--- config.mk ---
export PLATFORM = sky130hd
export DESIGN_NAME = brg_top
export DESIGN_NICKNAME = d
export VERILOG_FILES = /design/src/rtl/brg_pkg.sv /design/src/rtl/brg_ctrl.sv /design/src/rtl/brg_datapath.sv /design/src/rtl/brg_top.sv
export SDC_FILE = /design/constraint.sdc
export NUM_CORES = 1
export LEC_CHECK = 0
export BUFFER_PORTS_ARGS = -buffer_cell sky130_fd_sc_hd__clkbuf_2
export CORE_MARGIN = 4
export CORE_UTILIZATION = 45
export CTS_CLUSTER_DIAMETER = 60
export CTS_CLUSTER_SIZE = 20
export DETAILED_ROUTE_END_ITERATION = 12
export HOLD_SLACK_MARGIN = 0.02
export PLACE_DENSITY = 0.66
export SYNTH_ARGS = -nofsm -noshare
export SYNTH_HDL_FRONTEND = slang
export SYNTH_SLANG_ARGS = --single-unit
--- constraint.sdc ---
create_clock -name clk -period 3 [get_ports clk]
set_input_delay 0.6 -clock clk [delete_from_list [all_inputs] [get_ports clk]]
set_output_delay 0.6 -clock clk [all_outputs]
set_load 0.05 [all_outputs]
--- src/rtl/brg_pkg.sv ---
package brg_pkg;
  localparam int DIV_W      = 16;
  localparam int PRESCALE   = 8;
  localparam int OVS_HI     = 16;
  localparam int OVS_LO     = 8;
  localparam int SYNC_DEPTH = 2;

  typedef enum logic [1:0] {
    SRC_SYS      = 2'd0,
    SRC_PRESCALE = 2'd1,
    SRC_NONE     = 2'd2,
    SRC_EXT      = 2'd3
  } srcKind_t;

  typedef struct packed {
    logic srcEn;    // one source event this cycle
    logic restart;  // configuration changed, clear all counters
  } ctrlStrobes_t;
endpackage

--- src/rtl/brg_ctrl.sv ---
module brg_ctrl
  import brg_pkg::*;
#(
  parameter int DivW      = DIV_W,
  parameter int Prescale  = PRESCALE,
  parameter int SyncDepth = SYNC_DEPTH
) (
  input  logic              clk,
  input  logic              rstN,
  input  logic              extClkPin,
  input  logic [1:0]        srcSel,
  input  logic [DivW-1:0]   divisor,
  input  logic              overSel,
  input  logic              syncMode,
  output ctrlStrobes_t      strobes
);
  localparam int PreW = (Prescale > 1) ? $clog2(Prescale) : 1;
  localparam int CfgW = 2 + DivW + 2;

  // external pin synchroniser chain
  logic [SyncDepth-1:0] syncChain;
  logic                 extLast;
  logic                 extEdge;

  genvar gi;
  generate
    for (gi = 0; gi < SyncDepth; gi++) begin : g_sync
      if (gi == 0) begin : g_first
        always_ff @(posedge clk) begin
          if (!rstN) syncChain[0] <= 1'b0;
          else       syncChain[0] <= extClkPin;
        end
      end else begin : g_next
        always_ff @(posedge clk) begin
          if (!rstN) syncChain[gi] <= 1'b0;
          else       syncChain[gi] <= syncChain[gi-1];
        end
      end
    end
  endgenerate

  always_ff @(posedge clk) begin
    if (!rstN) extLast <= 1'b0;
    else       extLast <= syncChain[SyncDepth-1];
  end

  assign extEdge = syncChain[SyncDepth-1] & ~extLast;

  // configuration change detection
  logic [CfgW-1:0] cfgNow;
  logic [CfgW-1:0] cfgQ;
  logic            cfgChanged;

  assign cfgNow     = {srcSel, divisor, overSel, syncMode};
  assign cfgChanged = (cfgNow != cfgQ);

  always_ff @(posedge clk) begin
    if (!rstN) cfgQ <= '0;
    else       cfgQ <= cfgNow;
  end

  // fixed prescaler
  logic [PreW-1:0] preCnt;
  logic            preHit;

  assign preHit = (preCnt == PreW'(Prescale - 1));

  always_ff @(posedge clk) begin
    if (!rstN || cfgChanged) preCnt <= '0;
    else if (preHit)         preCnt <= '0;
    else                     preCnt <= preCnt + 1'b1;
  end

  // source multiplexer
  logic srcRaw;
  always_comb begin
    unique case (srcKind_t'(srcSel))
      SRC_SYS:      srcRaw = 1'b1;
      SRC_PRESCALE: srcRaw = preHit;
      SRC_EXT:      srcRaw = extEdge;
      default:      srcRaw = 1'b0;
    endcase
  end

  assign strobes.restart = cfgChanged;
  assign strobes.srcEn   = srcRaw & ~cfgChanged;
endmodule

--- src/rtl/brg_datapath.sv ---
module brg_datapath
  import brg_pkg::*;
#(
  parameter int DivW  = DIV_W,
  parameter int OvsHi = OVS_HI,
  parameter int OvsLo = OVS_LO
) (
  input  logic            clk,
  input  logic            rstN,
  input  ctrlStrobes_t    strobes,
  input  logic [DivW-1:0] divisor,
  input  logic            overSel,
  input  logic            syncMode,
  output logic            sampleTick,
  output logic            baudTick
);
  localparam int OvW = $clog2(OvsHi);

  logic [DivW-1:0] divCnt;
  logic            divActive;
  logic            sampleHit;

  assign divActive = (divisor != '0);
  assign sampleHit = strobes.srcEn & divActive & (divCnt == divisor - 1'b1);

  always_ff @(posedge clk) begin
    if (!rstN || strobes.restart || !divActive) divCnt <= '0;
    else if (sampleHit)                         divCnt <= '0;
    else if (strobes.srcEn)                     divCnt <= divCnt + 1'b1;
  end

  // oversampling stage
  logic [OvW-1:0] ovCnt;
  logic [OvW-1:0] ovLast;
  logic           ovHit;

  assign ovLast = overSel ? OvW'(OvsLo - 1) : OvW'(OvsHi - 1);
  assign ovHit  = sampleHit & (ovCnt == ovLast);

  always_ff @(posedge clk) begin
    if (!rstN || strobes.restart) ovCnt <= '0;
    else if (ovHit)               ovCnt <= '0;
    else if (sampleHit)           ovCnt <= ovCnt + 1'b1;
  end

  always_ff @(posedge clk) begin
    if (!rstN) begin
      sampleTick <= 1'b0;
      baudTick   <= 1'b0;
    end else begin
      sampleTick <= sampleHit;
      baudTick   <= syncMode ? sampleHit : ovHit;
    end
  end
endmodule

--- src/rtl/brg_top.sv ---
module brg_top
  import brg_pkg::*;
(
  input  logic        clk,
  input  logic        rstN,
  input  logic        extClkPin,
  input  logic [1:0]  srcSel,
  input  logic [15:0] divisor,
  input  logic        overSel,
  input  logic        syncMode,
  output logic        sampleTick,
  output logic        baudTick
);
  ctrlStrobes_t strobes;

  brg_ctrl #(
    .DivW(DIV_W), .Prescale(PRESCALE), .SyncDepth(SYNC_DEPTH)
  ) u_ctrl (
    .clk(clk), .rstN(rstN), .extClkPin(extClkPin), .srcSel(srcSel),
    .divisor(divisor), .overSel(overSel), .syncMode(syncMode),
    .strobes(strobes)
  );

  brg_datapath #(
    .DivW(DIV_W), .OvsHi(OVS_HI), .OvsLo(OVS_LO)
  ) u_dp (
    .clk(clk), .rstN(rstN), .strobes(strobes), .divisor(divisor),
    .overSel(overSel), .syncMode(syncMode),
    .sampleTick(sampleTick), .baudTick(baudTick)
  );
endmodule

==> flow_metrics.tcl <==
set metrics [dict create \
    avgSynthCellArea_sq_um 8.89 \
    path_max_fanout 4 \
    die_y_um 84.9 \
    power_mw 1.26 \
    fin_crit_ps 2770 \
    cap_violations 0 \
    ir_worst_vdd_mv 0.199 \
    dr.pass1.iters 4 \
    final_design_area_no_fill_sq_um 3070 \
    n_antenna_cell 0 \
    tightest_slew_ps 387 \
    post_cts_buffers 0 \
    setup_violations 0 \
    htreeDepth 2 \
    pin_count 25 \
    setup_slack_ps 225 \
    antenna_left 0 \
    port_buffers 24 \
    grt_start_max_net_pins 26 \
    antenna_found_initial 0 \
    wl_per_cell_um 14.6 \
    hpwl_um 4670 \
    synth_fp_nets 327 \
    instances_no_fill 411 \
    hold_ws_ps 430 \
    async_flop_share_pct 0 \
    path_cells "clkbuf_2 -> inv_1 -> ha_1 -> or4b_1 -> nor3_1 -> o2111ai_1 -> nor4_2 -> o21ai_1 -> or4_1 -> a21oi_1" \
    gp_congestion 0.871 \
    cp_slowest_cell "or4_1" \
    seq_area_frac_synth_pct 36.2 \
    crit_arrival_ps 3010 \
    cp_data_required_time_ps 3230 \
    fin_crit_sh_pct 92.5 \
    grt_overflow 0 \
    viasPerCell 5.43 \
    cts_buffer_depth 2 \
    hold_path_class "flip-flop to flip-flop" \
    syn_to_final_growth_pct 15.5 \
    dieWidth_um 84.9 \
    final_common_cell "dfxtp_1" \
    grt_pass1_vias 2144 \
    final_core_util_pct 54.7 \
    synth_seq_cells 48 \
    p_leak_nw 1.14 \
    slew_headroom_pct 74.0 \
    synth_edf_count 0 \
    tritoncts "yes" \
    syn_inst 299 \
    root_buffer "clkbuf_8" \
    clk_latency_ps 290 \
    drive_gt1_share_pct 19.5 \
    dieArea_sq_um 7200 \
    final_cell_mix "dfxtp_1, xnor2_1, nor2_1" \
    fin_worst_skew_ps 2.07 \
    rsz0062_at_grt "no" \
    cpPeakStageDelay_ps 500 \
    crit_path_end_kind "flip-flop" \
    cts_buffers 5 \
    vias 2232 \
    critical_path_class "primary input to flip-flop" \
    netlist_area_sq_um 2660 \
    fp-row-count 27 \
    place_inst 403 \
    post-place-ws_ps -47.2 \
    initialDrtViolationCount 143 \
    clkSinkCount 48 \
    tns_ps 0 \
    status "finished, final reports clean" \
    grt_usage_pct 17.1 \
    clk_pin_slew_ps 80 \
    routed_wirelength_um 6020 \
    synth.yosys.warnings 0 \
    synth_cell_types 50 \
    start_kind "primary input" \
    start_util_pct 47.4 \
    drc_errors 0 \
    grt_pass1_wl_um 10000 \
    coreArea_sq_um 5610 \
    fillCellCount 540 \
    final-seq-area_sq_um 961 \
    cellPowerDensity_nw_per_um2 411 \
    nets 366 \
    ys_dominant_reg_cell "dfxtp_1" \
    dpl_cell_area_sq_um 2960 \
    drv_slew 0 \
    multi_input_area_sq_um 1600 \
    max_clock_freq_mhz 360 \
    hold_viol_final 0 \
]
-- synth_stat cells (all sizes together), types with 3 or more instances --
master	count	area, sq um
dfxtp	48	961
mux2i	3	30.0
nand2	8	30.0
nand4	12	75.1
nor3	18	105
clkbuf	5	20.0
ha	5	62.6
inv	4	15.0
buf	9	70.1
a21oi	9	45.0
and3	6	37.5
o21ai	5	28.8
nor2	30	113
xnor2	36	315
nor4	4	25.0
xor2	18	158
nand3	17	85.1
o21a	3	22.5
and2	26	163
-- logic make-up after synthesis --
logic type      Yosys count  share of synthesized area [%]
buf+inv                  18                           3.95
compound gates           30                           7.96
fa+ha+maj                 5                           2.35
xor+xnor                 54                           17.8
flops                    48                           36.2
simple gates            141                           30.7
mux                       3                           1.13
-- worst paths after layout --
path	startpoint	endpoint	slack, ps	depth (start not counted)
max	divisor[0]	u_dp.ovCnt[0]	230	10
min	u_ctrl.preCnt[0]	u_ctrl.preCnt[0]	430	1
max reg2reg	u_ctrl.preCnt[0]	u_dp.ovCnt[0]	370	8
min reg2reg	u_ctrl.preCnt[0]	u_ctrl.preCnt[0]	430	1
-- worst max-delay path: cells and delay by family --
| family | cells | cell delay, ps |
|---|---|---|
| adders and majority gates | 1 | 220 |
| AOI/OAI and AO/OA | 3 | 530 |
| buffers and inverters | 2 | 170 |
| and+or+nand+nor | 4 | 1490 |
-- flip-flops by register name (all words and copies together), names as in the netlist --
signal / cells
u_dp.ovCnt: 4
u_ctrl.preCnt: 3
u_ctrl.extLast: 1
u_ctrl.syncChain: 2
u_dp.baudTick: 1
u_dp.divCnt: 16
u_ctrl.cfgQ: 20
u_dp.sampleTick: 1
-- final cells by class --
type,instances,area share (%)
multi-input cells,233,52.1
flip-flops and latches,48,31.3
repair buffers,46,9.70
well taps,72,2.94
clock buffers,6,2.36
clock inverters,2,1.14
inverters,4,0.489
-- metal layers --
metal	share of wire, %	global-route usage, %	up-vias
met3	4.3	3.59	8
li1	-	-	1119
met5	0	0	-
met1	47	23.0	1058
met2	47	27.6	47
met4	1.7	5.18	0
-- repair_timing --
item                       4_1_cts  5_1_grt
resized for setup                0        1
setup endpoints to repair        0        1
hold buffers                     0        0
-- where the power goes --
group	switching [mW]	internal, mW
logic	0.0754	0.0675
clock network	0.211	0.248
registers	0.00644	0.653
total	0.293	0.968
(Power assumes the default switching activity.)
